**config.mk**
```make
export PLATFORM = sky130hd
export DESIGN_NAME = hs_clock_gate
export DESIGN_NICKNAME = d
export VERILOG_FILES = /design/src/rtl/hs_clock_gate.sv
export SDC_FILE = /design/constraint.sdc
export NUM_CORES = 1
export LEC_CHECK = 0
export ABC_AREA = 1
export BUFFER_PORTS_ARGS = -buffer_cell sky130_fd_sc_hd__buf_4
export CORE_ASPECT_RATIO = 0.9
export CORE_MARGIN = 8
export CORE_UTILIZATION = 35
export CTS_CLUSTER_SIZE = 20
export DETAILED_ROUTE_END_ITERATION = 12
export MAX_ROUTING_LAYER = met4
export PLACE_DENSITY = 0.59
export SLEW_MARGIN = 20
export SYNTH_ARGS = -nofsm -noshare
export SYNTH_HDL_FRONTEND = slang
export SYNTH_SLANG_ARGS = --single-unit
```
**constraint.sdc**
```tcl
create_clock -name clk -period 1.6 [get_ports clk]
set_input_delay 0.08 -clock clk [delete_from_list [all_inputs] [get_ports clk]]
set_output_delay 0.08 -clock clk [all_outputs]
set_load 0.005 [all_outputs]
```
**src/rtl/hs_clock_gate.sv**
```systemverilog
module hs_clock_gate #(
  parameter int SETTLE_CYC = 4,
  parameter int HOLD_SHORT = 16,
  parameter int HOLD_LONG  = 64,
  parameter bit KEEP_ON    = 1'b0
) (
  input  logic       clk,
  input  logic       rst,
  input  logic       hw_req,
  input  logic       csr_we,
  input  logic [3:0] csr_wdata,
  output logic [4:0] csr_rdata,
  output logic       gate_en,
  output logic       gate_status
);

  localparam int HCW = $clog2(HOLD_LONG + 1);
  localparam int SCW = $clog2(SETTLE_CYC + 1);

  logic           own_sw, sw_on, hyst_on, hyst_long;
  logic           gate_q, stat_q;
  logic [HCW-1:0] hold_cnt, hold_last;
  logic [SCW-1:0] settle_cnt;
  logic           want;

  always_ff @(posedge clk) begin
    if (rst) {hyst_long, hyst_on, sw_on, own_sw} <= '0;
    else if (csr_we) {hyst_long, hyst_on, sw_on, own_sw} <= csr_wdata;
  end

  assign want = KEEP_ON | (own_sw ? sw_on : hw_req);

  assign hold_last = !hyst_on  ? '0 :
                     hyst_long ? HCW'(HOLD_LONG - 1) : HCW'(HOLD_SHORT - 1);

  always_ff @(posedge clk) begin
    if (rst) begin
      gate_q   <= 1'b0;
      hold_cnt <= '0;
    end else if (want) begin
      gate_q   <= 1'b1;
      hold_cnt <= '0;
    end else if (gate_q) begin
      if (hold_cnt >= hold_last) begin
        gate_q   <= 1'b0;
        hold_cnt <= '0;
      end else begin
        hold_cnt <= hold_cnt + 1'b1;
      end
    end
  end

  always_ff @(posedge clk) begin
    if (rst) begin
      stat_q     <= 1'b0;
      settle_cnt <= '0;
    end else if (gate_q == stat_q) begin
      settle_cnt <= '0;
    end else if (settle_cnt == SCW'(SETTLE_CYC - 1)) begin
      stat_q     <= gate_q;
      settle_cnt <= '0;
    end else begin
      settle_cnt <= settle_cnt + 1'b1;
    end
  end

  assign gate_en     = gate_q;
  assign gate_status = stat_q;
  assign csr_rdata   = {stat_q, hyst_long, hyst_on, sw_on, own_sw};

  // a seen request opens a closed gate on the next edge
  assert_rise_R4: assert property (@(posedge clk) disable iff (rst)
    want && !gate_q |=> gate_q);

  // a held or returning request keeps an open gate open
  assert_cancel_R7: assert property (@(posedge clk) disable iff (rst)
    want && gate_q |=> gate_q);

  assert_nohyst_R5: assert property (@(posedge clk) disable iff (rst)
    !want && gate_q && !hyst_on |=> !gate_q);

  assert_short_hold_R6: assert property (@(posedge clk) disable iff (rst)
    !want && gate_q && hyst_on && !hyst_long &&
    (int'(hold_cnt) < HOLD_SHORT - 1) |=> gate_q);

  assert_hw_idle_R3: assert property (@(posedge clk) disable iff (rst)
    !own_sw && !hw_req && !KEEP_ON && !gate_q |=> !gate_q);

  assert_status_lag_R8: assert property (@(posedge clk) disable iff (rst)
    !$stable(stat_q) |-> ($past(gate_q) != $past(stat_q)));

  assert_keep_on_R9: assert property (@(posedge clk) disable iff (rst)
    KEEP_ON && gate_q |=> gate_q);

endmodule

```
# == After elaboration in Yosys (flattened, before gate mapping) ==
# Cells that the tools add are included.
# word_totals
regBits,16
input_bits,8
out_inout_bits,7
elab_cells,24
# classes
addsub,2
order_cmp,1
eq_ne,2
n_mux,7
bitwise_logic,1
n_reduce_logical,3
# op_table
cell,count
6-bit 2-to-1 mux,2
"7-bit by 1-bit adder with 7-bit output, second input constant",1
7-bit by 6-bit greater-or-equal comparator with 1-bit output,1
7-bit 2-to-1 mux,1
1-bit 2-to-1 mux,4
"3-bit by 1-bit adder with 3-bit output, second input constant",1
"3-bit by 2-bit == test with 1-bit output, second input constant",1
3-bit OR reduction,1
2-bit AND reduction,1
2-bit OR reduction,1
1-bit == test,1
1-bit inverter,1

# == Depth between registers and ports, before layout ==
# depth
word_depth,6
mapped_depth,8
depth_no_buf,8

# == Least setup slack after synthesis ==
# Ideal clock, no wire load.
# synth_path
path_kind,register to register
startpoint,register hyst_on
endpoint,register hold_cnt[5]
setup_time_ps,116
arrival_ps,1209
required_time_ps,1484
setup_slack_ps,274
path_stages_with_launch,8
n_path_buf,0
period_less_slack_ps,1326
path_cell_list,dfxtp_1 -> inv_1 -> ha_1 -> nand2_1 -> o21ai_0 -> nand2_2 -> nand3_1 -> a21oi_1
# synth_via
elab_chain_cells,3
# synth_lines
item,line_no,source
"start, declared",20,"logic own_sw, sw_on, hyst_on, hyst_long;"
"start signal, assigned",28,"else if (csr_we) {hyst_long, hyst_on, sw_on, own_sw} <= csr_wdata;"
6-bit 2-to-1 mux,33,assign hold_last = !hyst_on ? '0 :
7-bit by 6-bit greater-or-equal comparator with 1-bit output,44,if (hold_cnt >= hold_last) begin
7-bit 2-to-1 mux,44,
"end signal, assigned",48,hold_cnt <= hold_cnt + 1'b1;
"end, declared",22,"logic [HCW-1:0] hold_cnt, hold_last;"
# Every way passes these cells.
# A chain may end at the register's enable or synchronous reset.

# == Worst setup path after layout ==
# layout_path
startpoint,register hyst_on
endpoint,register hold_cnt[3]
# The elaborated chain is that of the path after synthesis.

==> results by stage <==
Flow run:
- The tool flagged a number of max-cap violations equal to 0.

Route:
- The first-pass detailed-route iteration total is 5.
- The total number of vias is 820.
- The final routed wire length divided by cell count is 10.99 um.
- The detailed-route vias per instance is 4.824.
- In the routed design, unresolved DRC markers number 0.
- The number of antenna-violating nets in the routed design is 0.
- The post-detailed-routing wire length is 1868 um.
- The starting DRC count in detailed routing is 20.

Synth:
- In this run, synthesis inferred 0 flip-flops with an integrated enable.
- By area the synthesized netlist is led by sky130_fd_sc_hd__dfxtp_1 (36%), sky130_fd_sc_hd__ha_1 (13%), sky130_fd_sc_hd__nand2_1 (10%).
- When the netlist entered floorplanning its net count stood at 141.
- The sequential area share after synthesis is 35.61%.
- The share of synthesized flip-flops with an asynchronous set or reset is 0%.
- The Yosys step of the flow raised 0 warnings.
- Counting flops and latches in the post-synthesis netlist gives 16.
- The cell accounting for the most synthesized area is sky130_fd_sc_hd__dfxtp_1.
- The commonest cells after synthesis are sky130_fd_sc_hd__nand2_1 (24), sky130_fd_sc_hd__dfxtp_1 (16), sky130_fd_sc_hd__inv_1 (16).
- The dominant synthesized flop cell is sky130_fd_sc_hd__dfxtp_1.
- The post-synthesis instance area is 899.6 um2.
- Counting every instance in the synthesized netlist gives 124.
- The portion of synthesized cell area occupied by the leading cell type is 35.61%.
- The synthesized area per cell is 7.255 um2.
- The post-synthesis cell type count is 16.
- The most common cell in the synthesized netlist is sky130_fd_sc_hd__nand2_1.

CTS:
- TritonCTS built the clock tree.
- CTS built an H-tree with a depth of 1.
- The buffer depth of the longest clock path is 2.
- In this run the clock root is driven by a sky130_fd_sc_hd__clkbuf_4.
- The total CTS buffers is 3.
- The clock input transition at the sequential cells of the worst setup and hold paths is 0.10 ns.
- The later-pin clock latency in the skew report is 0.28 ns.
- The buffer count from post-CTS setup fixing is 0.
- The count of clock tree sinks is 16.

Timing:
- The maximum operating frequency is 689.7 MHz.
- Setup repair after global routing left no endpoint under its margin.
- The part of the cycle the worst path needs is 90.63%.
- Setup violations remaining at the end of the flow were counted as 0.
- After layout, the minimum clock period comes to 1.450 ns.
- Clock skew on the completed layout was measured at 0.004901 ns.
- The max-slew violation total from the final report is 0.
- The headroom to the max-slew limit is 79.00%.
- The hold violation total from the final report is 0.
- At the pin with the least slew margin, the transition time is 0.3139 ns.
- Setup total negative slack on the finished layout was measured at 0 ns.

Floorplan:
- The die is 64.10 um tall.
- In this run the standard cell core region covers 2446 um2.
- The initial cell density of the core is 36.78%.
- The area of the die is 4451 um2.
- The count of pins on the block boundary is 15.
- The row count is 17.
- The die is 69.44 um wide.

Hold path:
- The worst hold path belongs to the class input pin to register.
- The worst hold path endpoint is hyst_long$_SDFFE_PP0P_.
- The startpoint identified for the worst hold timing path is csr_wdata[3].
- The number of instances on the worst hold path is 3.

Pwr:
- The peak ir drop on the vdd network is 0.5758 mV.
- The static leakage power is 0.4610 nW.
- The total power density per cell area is 740.6 nW/um2.

Cells and area:
- The combined flip-flop and latch cell area is 321.6 um2.
- The fraction of final layout cells with drive strength greater than 1 is 22.54%.
- The number of antenna diodes in the final layout is 0.
- The finished layout holds 170 standard cells, fillers aside.
- The area growth from synthesis to final layout is 20.86%.
- After filler insertion, the fill cell instance count of the layout stands at 247.
- The final layout contains 160 nets.
- In the final layout, the multi-input gates occupy 489.2 um2.

Worst setup path:
- The setup path with the least slack is of type register to register.
- Along the worst path, the maximum fanout reaches 7.
- The number of cells on the worst reg-to-reg path is 7.
- The worst setup path is launched from a register.
- The worst path arrival time is 1.66 ns.
- The terminus of the critical flop-to-flop path is hold_cnt[3]$_SDFFE_PP0P_.
- In this run the critical register-to-register path is launched from hyst_on$_SDFFE_PP0P_.
- The worst path required time is 1.81 ns.
- The slack of the worst reg-to-reg path is 0.15 ns.
- STA classifies the critical path endpoint as a register.

Placed design:
- Routability-driven placement finished with a final weighted congestion of 0.8571.
- Summed over all nets, the half-perimeter wirelength after detailed placement is 1497 um.
- Buffers placed on the I/O ports in this run total 14.
- Once placement completed, the tool counted placed cells totaling 165.

Outcome:
- The run finished with clean final reports.

Global routing:
- The first-pass GRT wire length is 3484 um.
- The global-route congestion overflow total is 0.
- The via count of the first global-routing pass is 774.
- The initial antenna violation count is 0.
- The overall track demand over capacity in global routing is 9.443%.
- Entering global routing, the biggest net connects 10 pins.
[logic make-up after synthesis]
group / count (synthesis) / share of synthesized area, %
compound gates: 24 / 14.05
fa+ha+maj: 9 / 12.52
buf+inv: 21 / 10.85
flops: 16 / 35.61
simple gates: 54 / 26.98
[worst max path at each step]
| stage | start | endpoint | slack [ns] | cells past startpoint |
|---|---|---|---|---|
| 2_1_floorplan | hyst_on$_SDFFE_PP0P_ | hold_cnt[5]$_SDFFE_PP0P_ | 0.27 | 7 |
| 5_1_grt | hyst_on$_SDFFE_PP0P_ | hold_cnt[2]$_SDFFE_PP0P_ | 0.002 | 7 |
| 4_1_cts | hyst_on$_SDFFE_PP0P_ | hold_cnt[3]$_SDFFE_PP0P_ | 0.11 | 7 |
| 3_3_place_gp | hyst_on$_SDFFE_PP0P_ | hold_cnt[0]$_SDFFE_PP0P_ | 0.16 | 7 |
| 3_5_place_dp | hyst_on$_SDFFE_PP0P_ | hold_cnt[0]$_SDFFE_PP0P_ | 0.14 | 7 |
| 6_report | hyst_on$_SDFFE_PP0P_ | hold_cnt[3]$_SDFFE_PP0P_ | 0.15 | 7 |
[metrics by stage]
step	cell area, um2	util (%)	setup slack, ns	hold slack, ns	total power, mW
final	1087	44.45	0.1500	0.01478	0.8053
after detailed placement	1032	42.20	0.1425	0.2606	0.5454
after global placement	1032	42.20	0.1552	0.2555	0.5424
after global routing	1087	44.45	0.001882	0.02584	0.8547
after CTS	1079	44.09	0.1107	0.009718	0.8143
after floorplan	899.6	-	0.2742	0.1491	0.5052
[where the power goes]
part / switching, mW / internal (mW)
Combinational: 0.0657 / 0.0505
Clock: 0.128 / 0.138
Sequential: 0.0111 / 0.412
[registers in the layout, indices dropped and copies added, names as in the netlist]
| register | flops |
|---|---|
| hyst_long | 1 |
| gate_status | 1 |
| own_sw | 1 |
| sw_on | 1 |
| hold_cnt | 7 |
| settle_cnt | 3 |
| hyst_on | 1 |
| gate_en | 1 |
[critical path, stage by stage, from the launching register on]
cell,delay (ns)
sky130_fd_sc_hd__dfxtp_2,0.36
sky130_fd_sc_hd__inv_1,0.09
sky130_fd_sc_hd__ha_1,0.32
sky130_fd_sc_hd__a21oi_1,0.11
sky130_fd_sc_hd__o21ai_0,0.11
sky130_fd_sc_hd__nand2_2,0.16
sky130_fd_sc_hd__nand3_1,0.10
sky130_fd_sc_hd__a21oi_1,0.13
[cells in the final DEF, fill, tap and decap left out, types with 2 or more instances in the layout]
cell	n
sky130_fd_sc_hd__a21oi_1	10
sky130_fd_sc_hd__a21oi_2	3
sky130_fd_sc_hd__buf_4	18
sky130_fd_sc_hd__clkbuf_4	3
sky130_fd_sc_hd__dfxtp_1	15
sky130_fd_sc_hd__ha_1	9
sky130_fd_sc_hd__inv_1	16
sky130_fd_sc_hd__nand2_1	24
sky130_fd_sc_hd__nand2_2	2
sky130_fd_sc_hd__nand3_1	9
sky130_fd_sc_hd__nand4_1	2
sky130_fd_sc_hd__nor2_1	13
sky130_fd_sc_hd__nor2_2	2
sky130_fd_sc_hd__o21ai_0	10
[area by class of cell]
| cell class | instances | share of cell area (%) |
|---|---|---|
| clock buffers | 4 | 3.337 |
| well taps | 28 | 3.222 |
| inverters | 16 | 5.524 |
| repair buffers | 19 | 13.35 |
| flip-flops and latches | 16 | 29.57 |
| multi-input cells | 87 | 44.99 |
[per-layer routing]
metal | share of wire [%] | track usage [%] | up-vias
li1 | - | - | 435
met1 | 49 | 12.00 | 359
met2 | 46 | 13.81 | 22
met3 | 3.6 | 2.469 | 4
met4 | 1.4 | 3.836 | 0
met5 | 0 | - | -
[timing repair]
action | CTS | global route
gates resized for setup | 0 | 3
endpoints found under the setup margin | 0 | 8
endpoints found under the hold margin | 1 | 0
hold buffers | 1 | 0
Note: power is estimated with default switching activity, not from simulation.
